==> config.mk <==
export PLATFORM = sky130hd
export DESIGN_NAME = iq_byte_queue
export DESIGN_NICKNAME = d
export VERILOG_FILES = /design/src/rtl/iq_pkg.sv /design/src/rtl/iq_rst_sync.sv /design/src/rtl/iq_store.sv /design/src/rtl/iq_stat_reg.sv /design/src/rtl/iq_ip_calc.sv /design/src/rtl/iq_byte_queue.sv
export SDC_FILE = /design/constraint.sdc
export NUM_CORES = 1
export LEC_CHECK = 0
export BUFFER_PORTS_ARGS = -buffer_cell sky130_fd_sc_hd__buf_4
export CAP_MARGIN = 20
export CORE_MARGIN = 1.5
export CORE_UTILIZATION = 40
export DETAILED_ROUTE_END_ITERATION = 10
export PLACE_DENSITY = 0.64
export SETUP_SLACK_MARGIN = 0.5
export SKIP_CTS_REPAIR_TIMING = 1
export SYNTH_ARGS = -nofsm -noshare
export SYNTH_HDL_FRONTEND = slang
export SYNTH_SLANG_ARGS = --single-unit
==> constraint.sdc <==
create_clock -name clk -period 3.6 [get_ports clk]
set_input_delay 0.54 -clock clk [delete_from_list [all_inputs] [get_ports clk]]
set_output_delay 0.54 -clock clk [all_outputs]
set_load 0.03 [all_outputs]
==> src/rtl/iq_pkg.sv <==
package iq_pkg;
  typedef enum logic [1:0] {
    QS_IDLE  = 2'b00,
    QS_FIRST = 2'b01,
    QS_FLUSH = 2'b10,
    QS_NEXT  = 2'b11
  } qstat_e;
endpackage

==> src/rtl/iq_rst_sync.sv <==
module iq_rst_sync (
  input  logic clk,
  input  logic rst_n,
  output logic rst_n_sync
);
  logic [1:0] sync_q;

  always_ff @(posedge clk or negedge rst_n) begin
    if (!rst_n) sync_q <= 2'b00;
    else        sync_q <= {sync_q[0], 1'b1};
  end

  assign rst_n_sync = sync_q[1];
endmodule

==> src/rtl/iq_store.sv <==
module iq_store #(
  parameter int DEPTH = 4,
  parameter int DW    = 8
) (
  input  logic                         clk,
  input  logic                         rst_n,
  input  logic                         wr_en,
  input  logic [DW-1:0]                wr_data,
  input  logic                         rd_en,
  input  logic                         flush,
  output logic                         rd_take,
  output logic [DW-1:0]                head_byte,
  output logic [$clog2(DEPTH+1)-1:0]   len
);
  localparam int PW = (DEPTH > 1) ? $clog2(DEPTH) : 1;
  localparam int LW = $clog2(DEPTH + 1);

  logic [DW-1:0] slot_q [DEPTH];
  logic [PW-1:0] rp_q, rp_d, wp_q, wp_d;
  logic [LW-1:0] len_q, len_d;
  logic          wr_take, is_full, is_empty;

  assign is_full  = (len_q == LW'(DEPTH));
  assign is_empty = (len_q == '0);

  always_comb begin
    rd_take = rd_en && !is_empty && !flush;
    wr_take = wr_en && !flush && (!is_full || rd_take);
    rp_d    = rp_q;
    wp_d    = wp_q;
    len_d   = len_q;
    if (flush) begin
      rp_d  = '0;
      wp_d  = '0;
      len_d = '0;
    end else begin
      if (rd_take) rp_d = (rp_q == PW'(DEPTH - 1)) ? '0 : rp_q + 1'b1;
      if (wr_take) wp_d = (wp_q == PW'(DEPTH - 1)) ? '0 : wp_q + 1'b1;
      len_d = len_q + LW'(wr_take) - LW'(rd_take);
    end
  end

  always_ff @(posedge clk or negedge rst_n) begin
    if (!rst_n) begin
      rp_q  <= '0;
      wp_q  <= '0;
      len_q <= '0;
    end else begin
      rp_q  <= rp_d;
      wp_q  <= wp_d;
      len_q <= len_d;
    end
  end

  generate
    for (genvar g = 0; g < DEPTH; g++) begin : g_slot
      always_ff @(posedge clk) begin
        if (wr_take && (wp_q == PW'(g))) slot_q[g] <= wr_data;
      end
    end
  endgenerate

  assign head_byte = slot_q[rp_q];
  assign len       = len_q;
endmodule

==> src/rtl/iq_stat_reg.sv <==
module iq_stat_reg
  import iq_pkg::*;
(
  input  logic       clk,
  input  logic       rst_n,
  input  logic       flush,
  input  logic       rd_take,
  input  logic       rd_first,
  output logic [1:0] stat
);
  qstat_e stat_q, stat_d;

  always_comb begin
    if (flush)        stat_d = QS_FLUSH;
    else if (rd_take) stat_d = rd_first ? QS_FIRST : QS_NEXT;
    else              stat_d = QS_IDLE;
  end

  always_ff @(posedge clk or negedge rst_n) begin
    if (!rst_n) stat_q <= QS_IDLE;
    else        stat_q <= stat_d;
  end

  assign stat = stat_q;
endmodule

==> src/rtl/iq_ip_calc.sv <==
module iq_ip_calc #(
  parameter int AW = 20,
  parameter int LW = 3
) (
  input  logic [AW-1:0] pc,
  input  logic [LW-1:0] len,
  output logic [AW-1:0] ip
);
  assign ip = pc - {{(AW-LW){1'b0}}, len};
endmodule

==> src/rtl/iq_byte_queue.sv <==
module iq_byte_queue #(
  parameter int DEPTH = 4,
  parameter int DW    = 8,
  parameter int AW    = 20,
  parameter int LW    = $clog2(DEPTH + 1)
) (
  input  logic          clk,
  input  logic          rst_n,
  input  logic          wr_en,
  input  logic [DW-1:0] wr_data,
  input  logic          rd_en,
  input  logic          rd_first,
  input  logic          flush,
  input  logic [AW-1:0] pc_in,
  output logic [DW-1:0] head_byte,
  output logic [LW-1:0] q_len,
  output logic          q_full,
  output logic          q_empty,
  output logic [1:0]    q_stat,
  output logic [AW-1:0] ip_out
);
  logic rst_n_int;
  logic rd_take;

  iq_rst_sync u_rst (
    .clk        (clk),
    .rst_n      (rst_n),
    .rst_n_sync (rst_n_int)
  );

  iq_store #(.DEPTH(DEPTH), .DW(DW)) u_store (
    .clk       (clk),
    .rst_n     (rst_n_int),
    .wr_en     (wr_en),
    .wr_data   (wr_data),
    .rd_en     (rd_en),
    .flush     (flush),
    .rd_take   (rd_take),
    .head_byte (head_byte),
    .len       (q_len)
  );

  iq_stat_reg u_stat (
    .clk      (clk),
    .rst_n    (rst_n_int),
    .flush    (flush),
    .rd_take  (rd_take),
    .rd_first (rd_first),
    .stat     (q_stat)
  );

  iq_ip_calc #(.AW(AW), .LW(LW)) u_ip (
    .pc  (pc_in),
    .len (q_len),
    .ip  (ip_out)
  );

  assign q_full  = (q_len == LW'(DEPTH));
  assign q_empty = (q_len == '0);
endmodule

==> impl_metrics.toml <==
[run_status]
outcome = "completed"

[placed_design]
gp_congestion = 0.735
post-place-ws_ps = 881
place_area_um2 = 2790
numPortBuffers = 68
place_hpwl_um = 3220

[floorplanning]
core_area_um2 = 5200
start_util_pct = 42.3
die_h_um = 77.2
die_area_um2 = 5960
ios = 69
rows = 26
die_w_um = 77.2

[setup_path]
cp.required_ps = 3060
slowest_stage = "nor4_4"
crit_chain = "inv_1 > ha_1 > nor4_4 > nand2_1 > nor3_1 > xor2_1 > buf_4"
worstPathMaxFanout = 9
worstSetupStartpointType = "register"
critical_path.endpoint_type = "output port"
crit_type = "reg2out"
cpPeakStageDelay_ps = 460
cp.arrival_ps = 2280

[timing]
worst_slack_ps = 777
period_needed_ps = 2820
fin_tns_setup_ps = 0
finalMaxSlewViolations = 0
slew_headroom_pct = 58.0
finalCritPeriodShare_pct = 78.4
rsz0062_at_grt = "no"
finClkSkew_ps = 6.56
max_freq_mhz = 354
worst_pin_slew_ps = 630
setup_violations = 0
finalHoldViolCount = 0

[synthesis]
yosysTopAreaCellShare_pct = 43.7
synth_ff_type = "edfxtp_1"
ys_types = 36
netlist_instances = 157
ys_ff_latch = 43
synth.most_common_cell = "edfxtp_1"
syn_area_per_cell_um2 = 14.0
syn_nets = 202
async_flop_share_pct = 25.6
synth_edf_count = 32
ys_seq_area_share_pct = 56.2
synth_top_area_cell = "edfxtp_1"
yosys_warnings = 0
synth_area_um2 = 2200
synth_area_leaders = "edfxtp_1 (44%), dfrtp_1 (13%), mux4_2 (8.2%)"
ys_top_cells_by_count = "edfxtp_1 (32), nor2_1 (15), xnor2_1 (13), dfrtp_1 (11), inv_1 (11)"

[detailed_routing]
drt_iter0_drc = 87
num_vias = 1427
ant_nets = 0
vias_per_cell = 4.74
drt_wl_total_um = 4160
drt-pass1-iter-count = 4
wl_per_cell_um = 13.8
drc = 0

[min_path]
hold_class = "reg2async"

[finish]
drive_above_1_share_pct = 39.0
fin_nets = 275
antenna_cells = 0
n_fill_cell = 460
area_growth_pct = 31.2
final_cell_area_um2 = 2890

[power_and_ir_drop]
power_leakage_nw = 1.19
ir_worst_vdd_mv = 0.308
swShare_pct = 36.1
p_clk_share_pct = 19.2
combPwrFrac_pct = 40.6
power_mw = 1.57
p_sw_mw = 0.567
internal_power_mw = 1.00
power_density_nw_per_um2 = 544
seqPwrFrac_pct = 40.2

[cts]
clkLatencyLatePin_ps = 280
clkTransAtPathRegs_ps = 70
root_buffer = "clkbuf_8"
cts_max_level = 2
clock_path_buffers = 2
cts_tree = "done"
cts_buffers = 5
clock_sink_count = 43

[grt]
grt_pass1_vias = 1419
grt_pass1_wl_um = 6800
antenna_found_initial = 0
grt.total_usage_pct = 14.8
grt.overflow.total = 0
grt_max_degree = 14

[job]
cap_violations = 0
-- stage by stage --
| stage | util [%] | cells | hold WS, ps |
|---|---|---|---|
| final | 55.5 | 301 | 157 |
| after global routing | 55.5 | 301 | 199 |
| after CTS | 55.3 | 300 | 6.06 |
| after detailed placement | 53.5 | 292 | 157 |
| after global placement | 53.5 | 292 | 159 |
| after floorplan | - | 157 | 108 |
-- worst max-delay path: cells and delay by family (launching register included) --
kind	cells	cell delay [ps]
buf+inv	2	280
xor+xnor	1	170
fa+ha+maj	1	260
simple gates	3	900
flops	1	390
-- layer usage --
layer / wire [um] / track usage (%) / part of all wire (%) / up-vias
met5: 0 / 0 / 0 / -
met4: 16 / 4.36 / 0.38 / 0
met3: 191 / 3.57 / 4.6 / 2
met2: 2180 / 24.7 / 52 / 28
met1: 1770 / 19.2 / 43 / 689
li1: - / - / - / 708
-- flip-flops by register name, indices dropped and copies added, names as in the netlist --
signal,count
u_rst.sync_q,2
u_stat.stat,2
u_store.len,3
u_store.rp_q,2
u_store.slot_q,32
u_store.wp_q,2
-- kinds of logic after synthesis --
group / after synthesis / synth area share (%)
AO/OA/AOI/OAI: 4 / 1.14
XOR/XNOR: 22 / 8.76
adder cells (fa/ha/maj): 11 / 6.94
buffers and inverters: 14 / 2.44
flip-flops: 43 / 56.2
multiplexers: 9 / 8.64
other: 1 / 0.170
AND/OR/NAND/NOR: 53 / 15.7
-- final timing paths --
check	start	slack, ps	cells past startpoint	end
worst max-delay path	u_store.len[2]	780	7	ip_out[8]
worst min-delay path	u_rst.sync_q[1]	160	0	u_store.wp_q[1]
worst max register to register	u_store.len[1]	1180	11	u_store.len[2]
worst min register to register	u_rst.sync_q[1]	160	0	u_store.wp_q[1]
max in group asynchronous	rst_n	2940	2	u_rst.sync_q[1]
min in group clk	u_rst.sync_q[0]	360	0	u_rst.sync_q[1]
-- layout by cell type, fill, tap and decap left out, types with 2 or more instances in the layout --
| cell type | n |
|---|---|
| buf_4 | 68 |
| edfxtp_1 | 32 |
| nor2_1 | 15 |
| xnor2_1 | 13 |
| inv_1 | 11 |
| dfrtp_1 | 11 |
| xor2_1 | 9 |
| ha_1 | 9 |
| mux4_2 | 8 |
| clkbuf_8 | 6 |
| nor3_1 | 5 |
| and2_1 | 4 |
| nand3_1 | 3 |
| nand2b_1 | 3 |
| nand2_1 | 3 |
| nor2b_1 | 2 |
| nor4_4 | 2 |
| or4_4 | 2 |
| or3_1 | 2 |
| nor4_1 | 2 |
| nand4_1 | 2 |
| nand3b_1 | 2 |
| fa_1 | 2 |
-- power groups by stage --
stage	clock network [mW]	registers [mW]	logic (mW)
3_5_place_dp	0	0.646	0.643
4_1_cts	0.314	0.635	0.644
2_1_floorplan	0	0.636	0.422
6_report	0.301	0.632	0.637
5_1_grt	0.337	0.641	0.686
3_3_place_gp	0	0.645	0.637
-- area by class of cell --
class	instances	area [um2]	area share, %
clock inverter	1	5.00	0.173
timing repair buffer	69	520	18.0
tap	70	87.6	3.03
inverter	11	41.3	1.43
multi-input combinational	100	911	31.5
sequential	43	1240	42.8
clock buffer	7	86.3	2.99
Note: power is estimated with default switching activity, not from simulation.
